File: config.mk
export PLATFORM = sky130hd
export DESIGN_NAME = bus_phase_seq
export DESIGN_NICKNAME = d
export VERILOG_FILES = /design/src/rtl/bus_phase_pkg.sv /design/src/rtl/bps_arbiter.sv /design/src/rtl/bps_handshake.sv /design/src/rtl/bus_phase_seq.sv
export SDC_FILE = /design/constraint.sdc
export NUM_CORES = 1
export LEC_CHECK = 0
export BUFFER_PORTS_ARGS = -buffer_cell sky130_fd_sc_hd__clkbuf_2
export CORE_MARGIN = 2
export CORE_UTILIZATION = 45
export CTS_BUF_LIST = sky130_fd_sc_hd__clkbuf_16
export DETAILED_ROUTE_END_ITERATION = 10
export PLACE_DENSITY_LB_ADDON = 0.12
export SETUP_SLACK_MARGIN = 0.3
export SLEW_MARGIN = 20
export SYNTH_ARGS = -nofsm -noshare
export SYNTH_HDL_FRONTEND = slang
export SYNTH_SLANG_ARGS = --single-unit
File: constraint.sdc
create_clock -name clk -period 1.7 [get_ports clk]
set_clock_uncertainty 0.1 [all_clocks]
set_input_delay 0.34 -clock clk [delete_from_list [all_inputs] [get_ports clk]]
set_output_delay 0.34 -clock clk [all_outputs]
set_load 0.1 [all_outputs]
File: src/rtl/bus_phase_pkg.sv
package bus_phase_pkg;

   typedef enum logic [2:0] {
      PH_FREE   = 3'd0,
      PH_ARB    = 3'd1,
      PH_SEL    = 3'd2,
      PH_RESEL  = 3'd3,
      PH_CMD    = 3'd4,
      PH_DATA   = 3'd5,
      PH_MSG    = 3'd6,
      PH_STATUS = 3'd7
   } phase_e;

   localparam logic [7:0] MSG_COMPLETE = 8'h00;
   localparam logic [7:0] MSG_SAVE_PTR = 8'h02;
   localparam logic [7:0] MSG_REST_PTR = 8'h03;
   localparam logic [7:0] MSG_DISCONN  = 8'h04;

   function automatic phase_e resume_phase(input int unsigned owed);
      return (owed == 0) ? PH_STATUS : PH_DATA;
   endfunction

endpackage

File: src/rtl/bps_arbiter.sv
module bps_arbiter #(
   parameter int ID_W = 8
) (
   input  logic [ID_W-1:0] req_i,
   output logic [ID_W-1:0] grant_o
);

   for (genvar i = 0; i < ID_W; i++) begin : g_slot
      if (i == ID_W - 1) begin : g_top
         assign grant_o[i] = req_i[i];
      end else begin : g_lower
         assign grant_o[i] = req_i[i] & ~(|req_i[ID_W-1:i+1]);
      end
   end

endmodule

File: src/rtl/bps_handshake.sv
module bps_handshake (
   input  logic clk,
   input  logic rst_n,
   input  logic active_i,
   input  logic ack_i,
   output logic req_o,
   output logic done_o
);

   logic rel_q;

   assign req_o  = active_i & ~rel_q;
   assign done_o = req_o & ack_i;

   always_ff @(posedge clk or negedge rst_n) begin
      if (!rst_n) begin
         rel_q <= 1'b0;
      end else if (done_o) begin
         rel_q <= 1'b1;
      end else if (!ack_i) begin
         rel_q <= 1'b0;
      end
   end

endmodule

File: src/rtl/bus_phase_seq.sv
module bus_phase_seq
   import bus_phase_pkg::*;
#(
   parameter int ID_W    = 8,
   parameter int OWN_ID  = 3,
   parameter int CMD_LEN = 6,
   parameter int LEN_W   = 8,
   localparam int IDX_W  = $clog2(ID_W),
   localparam int CW     = (CMD_LEN > 1) ? $clog2(CMD_LEN) : 1
) (
   input  logic             clk,
   input  logic             rst_n,
   input  logic             start_i,
   input  logic [IDX_W-1:0] tgt_id_i,
   input  logic [LEN_W-1:0] data_len_i,
   input  logic             bus_busy_i,
   input  logic [ID_W-1:0]  arb_req_i,
   input  logic             sel_ack_i,
   input  logic             resel_i,
   input  logic [IDX_W-1:0] resel_id_i,
   input  logic             byte_ack_i,
   input  logic             msg_req_i,
   input  logic [7:0]       in_byte_i,
   output logic [2:0]       phase_o,
   output logic             sel_o,
   output logic [IDX_W-1:0] sel_id_o,
   output logic             byte_req_o,
   output logic [CW-1:0]    cmd_idx_o,
   output logic [LEN_W-1:0] data_left_o,
   output logic [7:0]       status_o,
   output logic             done_o
);

   localparam logic [CW-1:0]   CMD_LAST = CW'(CMD_LEN - 1);
   localparam logic [ID_W-1:0] OWN_BIT  = {{(ID_W-1){1'b0}}, 1'b1} << OWN_ID;

   if (!(ID_W == 8 || ID_W == 16)) begin : g_bad_width
      $error("ID bus width must be 8 or 16");
   end
   if (OWN_ID < 0 || OWN_ID >= ID_W) begin : g_bad_own
      $error("OWN_ID outside the ID bus");
   end
   if (CMD_LEN < 1) begin : g_bad_cmd
      $error("CMD_LEN must be at least one");
   end

   phase_e           state_q;
   logic             pend_q;
   logic             disc_q;
   logic [IDX_W-1:0] tgt_q;
   logic [LEN_W-1:0] owed_q;
   logic [LEN_W-1:0] saved_q;
   logic [CW-1:0]    cmd_cnt_q;
   logic [7:0]       status_q;
   logic             done_q;

   logic [ID_W-1:0]  grant;
   logic             own_win;
   logic             byte_phase;
   logic             byte_done;

   bps_arbiter #(.ID_W(ID_W)) u_arb (
      .req_i   (arb_req_i | OWN_BIT),
      .grant_o (grant)
   );
   assign own_win = grant[OWN_ID];

   assign byte_phase = (state_q == PH_CMD) || (state_q == PH_DATA) ||
                       (state_q == PH_STATUS) || (state_q == PH_MSG);

   bps_handshake u_hs (
      .clk      (clk),
      .rst_n    (rst_n),
      .active_i (byte_phase),
      .ack_i    (byte_ack_i),
      .req_o    (byte_req_o),
      .done_o   (byte_done)
   );

   always_ff @(posedge clk or negedge rst_n) begin
      if (!rst_n) begin
         state_q   <= PH_FREE;
         pend_q    <= 1'b0;
         disc_q    <= 1'b0;
         tgt_q     <= '0;
         owed_q    <= '0;
         saved_q   <= '0;
         cmd_cnt_q <= '0;
         status_q  <= '0;
         done_q    <= 1'b0;
      end else begin
         done_q <= 1'b0;
         unique case (state_q)
            PH_FREE: begin
               if (start_i && !pend_q && !disc_q) begin
                  pend_q  <= 1'b1;
                  tgt_q   <= tgt_id_i;
                  owed_q  <= data_len_i;
                  saved_q <= data_len_i;
               end
               if (disc_q) begin
                  if (resel_i && (resel_id_i == tgt_q) && !bus_busy_i) begin
                     state_q <= PH_RESEL;
                  end
               end else if ((pend_q || start_i) && !bus_busy_i) begin
                  state_q <= PH_ARB;
               end
            end
            PH_ARB: begin
               state_q <= own_win ? PH_SEL : PH_FREE;
            end
            PH_SEL: begin
               if (sel_ack_i) begin
                  state_q   <= PH_CMD;
                  cmd_cnt_q <= '0;
               end
            end
            PH_RESEL: begin
               disc_q  <= 1'b0;
               state_q <= resume_phase(int'(owed_q));
            end
            PH_CMD: begin
               if (byte_done) begin
                  if (cmd_cnt_q == CMD_LAST) begin
                     state_q <= resume_phase(int'(owed_q));
                  end else begin
                     cmd_cnt_q <= cmd_cnt_q + 1'b1;
                  end
               end
            end
            PH_DATA: begin
               if (byte_done) begin
                  owed_q <= owed_q - 1'b1;
                  if (msg_req_i) begin
                     state_q <= PH_MSG;
                  end else if (owed_q == LEN_W'(1)) begin
                     state_q <= PH_STATUS;
                  end
               end
            end
            PH_STATUS: begin
               if (byte_done) begin
                  status_q <= in_byte_i;
                  state_q  <= PH_MSG;
               end
            end
            PH_MSG: begin
               if (byte_done) begin
                  unique case (in_byte_i)
                     MSG_COMPLETE: begin
                        state_q <= PH_FREE;
                        pend_q  <= 1'b0;
                        done_q  <= 1'b1;
                     end
                     MSG_DISCONN: begin
                        state_q <= PH_FREE;
                        disc_q  <= 1'b1;
                     end
                     MSG_SAVE_PTR: begin
                        saved_q <= owed_q;
                        state_q <= resume_phase(int'(owed_q));
                     end
                     MSG_REST_PTR: begin
                        owed_q  <= saved_q;
                        state_q <= resume_phase(int'(saved_q));
                     end
                     default: begin
                        state_q <= resume_phase(int'(owed_q));
                     end
                  endcase
               end
            end
            default: state_q <= PH_FREE;
         endcase
      end
   end

   assign phase_o     = state_q;
   assign sel_o       = (state_q == PH_SEL);
   assign sel_id_o    = tgt_q;
   assign cmd_idx_o   = cmd_cnt_q;
   assign data_left_o = owed_q;
   assign status_o    = status_q;
   assign done_o      = done_q;

endmodule

==> results.cfg, run 1 <==
[setup_path]
worst-path-max-fanout = 8
endpoint_kind = flop
start_kind = flop
critPathArrivalTime_ns = 2.08
worstPathRequired_ns = 1.82
critical_path_class = reg -> reg

[clock_tree]
clk_pin_slew_ns = 0.06
cts_hold_buffers = 0
clock-sinks = 37
cts_made_buffers = 5
cts_tree = done
root_buffer = clkbuf_16
htreeDepth = 2
clock_latency_ns = 0.28
cts_buffer_depth = 2

[drt]
wirelength_mm = 7.76
avgRoutedWirePerCell_um = 17.7
drtIter0Drc = 112
ant_nets = 0
drcViolationCount = 0
dr.pass1.iters = 4
vias_per_cell = 5.47
vias = 2400

[yosys]
synth_warnings = 0
synth.most_common_cell = dfrtp_1
synth_edf_count = 0
synth.area.mux_share = 0.106
synth-simple-area-share = 0.201
syn_area_um2 = 2210
synth-adder-area-share = 0.0283
synth.yosys.seq_area_share = 0.419
synth_xor_area_frac = 0.0158
synth_seq_cells = 37
synth-compound-area-share = 0.194
yosysTopAreaCellShare = 0.419
synth_flop_cell = dfrtp_1
syn_area_per_cell_um2 = 9.29
ys_top_cells_by_area = dfrtp_1 (42%), mux2_2 (9.7%), nand2_1 (5.9%), o21ai_0 (4.1%), nor2_1 (2.9%)
async_flop_share = 1.00
ys_top_cells_by_count = dfrtp_1 (37), nand2_1 (35), mux2_2 (19)
synth_nets = 281
synthCells = 238
synth_top_family_by_area = simple AND/OR/NAND/NOR gates
ys_types = 50
synth_area_leader_cell = dfrtp_1

[pwr]
leakagePower_nw = 1.90
p_per_area_nw_per_um2 = 2120
finalPower_w = 0.00862
switchingPower_w = 0.00429
irDropWorstVdd_mv = 1.47
swShare = 0.497
p_clk_frac = 0.125
p_int_w = 0.00434
seq_power_share = 0.202
combPwrFrac = 0.673

[timing]
clock.fmax_ghz = 0.511
period_share = 1.15
tightestPinTransition_ns = 0.552
finalHoldViolCount = 0
setup_viol = 24
period_minus_slack_ns = 1.96
slew_headroom = 0.632
worst_slack_ns = -0.258
rsz0062_at_grt = yes
report.final.slew_viol_count = 0

[outcome]
outcome = complete, but fails checks
violations = setup timing

[floorplan]
fp.coreArea_um2 = 4720
die_width_um = 74.1
start_util = 0.468
row_count = 25
die-area_um2 = 5490
io_pins = 66
die_y_um = 74.1

[cells_and_area]
n_antenna_cell = 0
layout-drive-gt1-share = 0.599
fin_cells = 439
finalInstanceArea_um2 = 4070
area_growth_pct = 83.9
nNetsFinal = 414

[flow_run]
cap_violations = 0

[place]
dpl.hpwl_mm = 4.86
dpl_cell_area_um2 = 3290
dp_cells = 414
dp_slack_ns = -0.450
gp_congestion = 0.919
io_buffers = 61

[global_routing]
grt_max_degree = 38
grt_util_all_layers = 0.268
antenna_found_initial = 0
grt_remaining_overflow = 0
grt_pass1_vias = 2322
grt_first_pass_wirelength_mm = 11.2

[min_path]
holdCritPathClass = in -> async
state kept, by name, summed over array words and instances (netlist names):
name	flops
done_o	1
cmd_idx_o	3
disc_q	1
u_hs.rel_q	1
sel_id_o	3
status_o	8
pend_q	1
data_left_o	8
saved_q	8
phase_o	3
through the flow:
stage | utilization | setup TNS [ns] | hold WS [ns]
floorplan | - | -5.99 | -0.0556
global placement | 0.697 | -6.45 | 0.321
detailed placement | 0.697 | -6.62 | 0.327
CTS | 0.826 | -2.25 | 0.0300
global route | 0.861 | -4.10 | 0.0511
finish | 0.861 | -3.10 | 0.0111
worst max-delay path: stages, from the launching register on:
cell and delay (ns):
dfrtp_4 0.51, buf_6 0.14, buf_4 0.15, and3b_1 0.23
a221oi_1 0.53, a22o_1 0.23
final timing paths:
| kind | start | to | slack (ns) | cells past startpoint |
|---|---|---|---|---|
| max | phase_o[2] | data_left_o[2] | -0.26 | 5 |
| min | rst_n | sel_id_o[2] | 0.01 | 2 |
| max reg2reg | phase_o[2] | data_left_o[2] | -0.26 | 5 |
| min reg2reg | status_o[1] | status_o[1] | 0.42 | 1 |
| max in group asynchronous | rst_n | cmd_idx_o[0] | 1.09 | 2 |
| min in group clk | tgt_id_i[0] | sel_id_o[0] | 0.19 | 2 |
power by group through the flow:
stage                     registers (W)  logic (W)  clock network [W]
after floorplan                 0.00325    0.00172                  0
after global placement          0.00166    0.00470                  0
after detailed placement        0.00167    0.00473                  0
after CTS                       0.00172    0.00546            0.00109
after global routing            0.00178    0.00604            0.00114
final                           0.00175    0.00580            0.00108
logic make-up after synthesis:
family                   Yosys count
multiplexers                      21
buffers and inverters             20
flip-flops                        37
AND/OR/NAND/NOR                   89
adder cells (fa/ha/maj)            5
AO/OA/AOI/OAI                     62
XOR/XNOR                           4
metal layers:
| layer | GRT usage | up-vias | share of wire |
|---|---|---|---|
| li1 | - | 1143 | - |
| met1 | 0.342 | 1151 | 0.42 |
| met2 | 0.463 | 94 | 0.51 |
| met3 | 0.0447 | 12 | 0.054 |
| met4 | 0.0889 | 0 | 0.014 |
| met5 | 0 | - | 0 |
placed cells by master (no fill, tap or decap), types with 3 or more instances in the layout:
cell	Yosys	routed
buf_12	0	13
nand2_1	35	28
nor2_1	17	13
ha_1	5	4
clkbuf_16	0	5
clkbuf_8	0	10
clkbuf_2	0	31
mux2_4	0	16
dfrtp_4	0	6
nand2_2	0	6
a221oi_1	5	4
buf_4	1	55
nor3_4	0	4
nand2b_1	5	5
nor3_1	7	3
buf_6	0	26
o22ai_1	4	4
a21oi_1	10	8
o21ai_0	18	10
a22o_1	3	3
dfrtp_1	37	21
o21ai_1	0	7
mux2_2	19	3
inv_1	9	6
dfrtp_2	0	10
nor2b_1	6	5
final cells by class:
cell class / count / area (um^2)
Fill cell: 243 / 657
Clock buffer: 5 / 125
Sequential cell: 37 / 961
Clock inverter: 3 / 46.3
Inverter: 9 / 42.5
Multi-Input combinational cell: 181 / 1520
Tap cell: 67 / 83.8
Timing Repair Buffer: 137 / 1290
timing repair:
action                     CTS  global route
resized for setup           88            36
setup buffers               12             5
setup endpoints to repair   64            52
pin swaps                   10             9
Power figures use the tool's default switching activity.
==> run 2: changes to the inputs <==
--- a/config.mk
+++ b/config.mk
@@ -5,7 +5,7 @@
 export SDC_FILE = /design/constraint.sdc
 export NUM_CORES = 1
 export LEC_CHECK = 0
-export BUFFER_PORTS_ARGS = -buffer_cell sky130_fd_sc_hd__clkbuf_2
+export BUFFER_PORTS_ARGS = -buffer_cell sky130_fd_sc_hd__buf_2
 export CORE_MARGIN = 2
 export CORE_UTILIZATION = 45
 export CTS_BUF_LIST = sky130_fd_sc_hd__clkbuf_16
==> run 2 against run 1 <==
Against the previous run:
- the run still ends with setup timing left
- worst setup slack better by 0.056 ns
- global-route usage is 0.50 points higher
- sequential power is essentially flat
- non-clock buffer count shrank 9
- cell count fell by 2.1%
- clock power about the same
- power decreased by 1.6%
- clock-buffer cell count unchanged
- highest routed layer unchanged
==> results.cfg, run 2 (synthesized netlist as in run 1, its figures left out) <==
[floorplan]
fp.coreArea_um2 = 4720
start_util = 0.468
die_y_um = 74.1
io_pins = 66
die_width_um = 74.1
die-area_um2 = 5490
row_count = 25

[clock_tree]
clock-sinks = 37
cts_made_buffers = 5
cts_tree = done
root_buffer = clkbuf_16
clk_pin_slew_ns = 0.06
cts_hold_buffers = 0
htreeDepth = 2
clock_latency_ns = 0.29
cts_buffer_depth = 2

[place]
dp_cells = 415
io_buffers = 61
dpl.hpwl_mm = 4.95
gp_congestion = 0.885

[min_path]
holdCritPathClass = in -> async

[pwr]
leakagePower_nw = 1.85
irDropWorstVdd_mv = 1.28
p_per_area_nw_per_um2 = 2100

[setup_path]
start_kind = primary input
r2r_start = cmd_idx_o[1]
startpoint = in_byte_i[3]
ff2ff_path_depth = 7
endpoint_kind = flop
reg2reg_to = phase_o[1]
critPathArrivalTime_ns = 1.97
worst-path-max-fanout = 3
critical_path_class = in -> reg
worstPathRequired_ns = 1.77
r2r_slack_ns = -0.17

[timing]
period_minus_slack_ns = 1.90
worst_slack_ns = -0.202
setup_viol = 29
period_share = 1.12
tightestPinTransition_ns = 0.510
report.final.slew_viol_count = 0
slew_headroom = 0.660
finalHoldViolCount = 0
rsz0062_at_grt = yes
clock.fmax_ghz = 0.526

[cells_and_area]
final_util = 0.854
fill_cells = 245
layout_common_cells = buf_4 (46), buf_6 (37), buf_2 (30)
fin_cells = 430
final_common_cell = buf_4
nNetsFinal = 405
area_growth_pct = 82.3
layout-drive-gt1-share = 0.598
n_antenna_cell = 0

[global_routing]
grt_first_pass_wirelength_mm = 11.4
grt_remaining_overflow = 0
grt_max_degree = 38
grt_util_all_layers = 0.273
grt_pass1_vias = 2380
antenna_found_initial = 0

[drt]
avgRoutedWirePerCell_um = 17.4
vias_per_cell = 5.51
dr.pass1.iters = 4
wirelength_mm = 7.47
drtIter0Drc = 146
vias = 2371
ant_nets = 0
drcViolationCount = 0

[outcome]
violations = setup timing
outcome = complete, but fails checks

[flow_run]
cap_violations = 0
run 2: cell count changes in the layout (fill, tap and decap cells not counted), moves of 3 or more:
cell,previous run,this run
buf_2,0,30
buf_6,26,37
buf_4,55,46
clkbuf_8,10,0
a221oi_2,1,4
mux2_4,16,19
mux2_2,3,0
a221oi_1,4,1
clkbuf_2,31,0
run 2: worst max path at each step:
stage,slack (ns),endpoint
2_1_floorplan,-0.49,sel_o
5_1_grt,-0.24,phase_o[0]
3_5_place_dp,-0.49,data_left_o[4]
4_1_cts,-0.20,data_left_o[4]
6_report,-0.20,phase_o[1]
3_3_place_gp,-0.45,data_left_o[4]
run 2: critical path, stage by stage:
cell	delay (ns)
buf_6	0.09
or4b_4	0.52
or4_4	0.47
mux2i_1	0.15
a32oi_1	0.32
o31ai_4	0.08
run 2: area by class of cell:
class | count | area [um^2] | share of cell area
well taps | 67 | 83.8 | 0.0208
clock buffers | 5 | 125 | 0.0310
flip-flops and latches | 37 | 961 | 0.238
multi-input cells | 181 | 1570 | 0.389
inverters | 9 | 41.3 | 0.0102
clock inverters | 3 | 46.3 | 0.0115
repair buffers | 128 | 1210 | 0.300
run 2: what timing repair did:
| action | 4_1_cts | 5_1_grt |
|---|---|---|
| setup buffers | 4 | 3 |
| endpoints found under the setup margin | 64 | 58 |
| gates resized for setup | 85 | 50 |
| pin swaps | 7 | 5 |
run 2: power by group:
| group | leakage, nW | switching (W) | total [W] | internal [W] |
|---|---|---|---|---|
| Clock | 0.0800 | 0.000386 | 0.00108 | 0.000694 |
| Sequential | 0.439 | 0.000488 | 0.00176 | 0.00127 |
| Combinational | 1.33 | 0.00339 | 0.00565 | 0.00226 |
run 2: layer usage:
| layer | global-route usage | vias to the layer above | share of wire |
|---|---|---|---|
| met1 | 0.349 | 1170 | 0.43 |
| li1 | - | 1117 | - |
| met4 | 0.0848 | 0 | 0.014 |
| met3 | 0.0447 | 9 | 0.048 |
| met5 | 0 | - | 0 |
| met2 | 0.475 | 75 | 0.51 |
run 2: metrics by stage:
| step | TNS (ns) | instance area [um^2] | total power [W] | setup WS, ns | hold WS, ns |
|---|---|---|---|---|---|
| after detailed placement | -7.02 | 3290 | 0.00638 | -0.492 | 0.323 |
| after floorplan | -5.99 | 2460 | 0.00498 | -0.493 | -0.0556 |
| after global routing | -4.08 | 4030 | 0.00884 | -0.237 | 0.0586 |
| after global placement | -6.66 | 3290 | 0.00633 | -0.454 | 0.319 |
| final | -2.88 | 4030 | 0.00848 | -0.202 | 0.0187 |
| after CTS | -2.72 | 3800 | 0.00804 | -0.202 | 0.0233 |
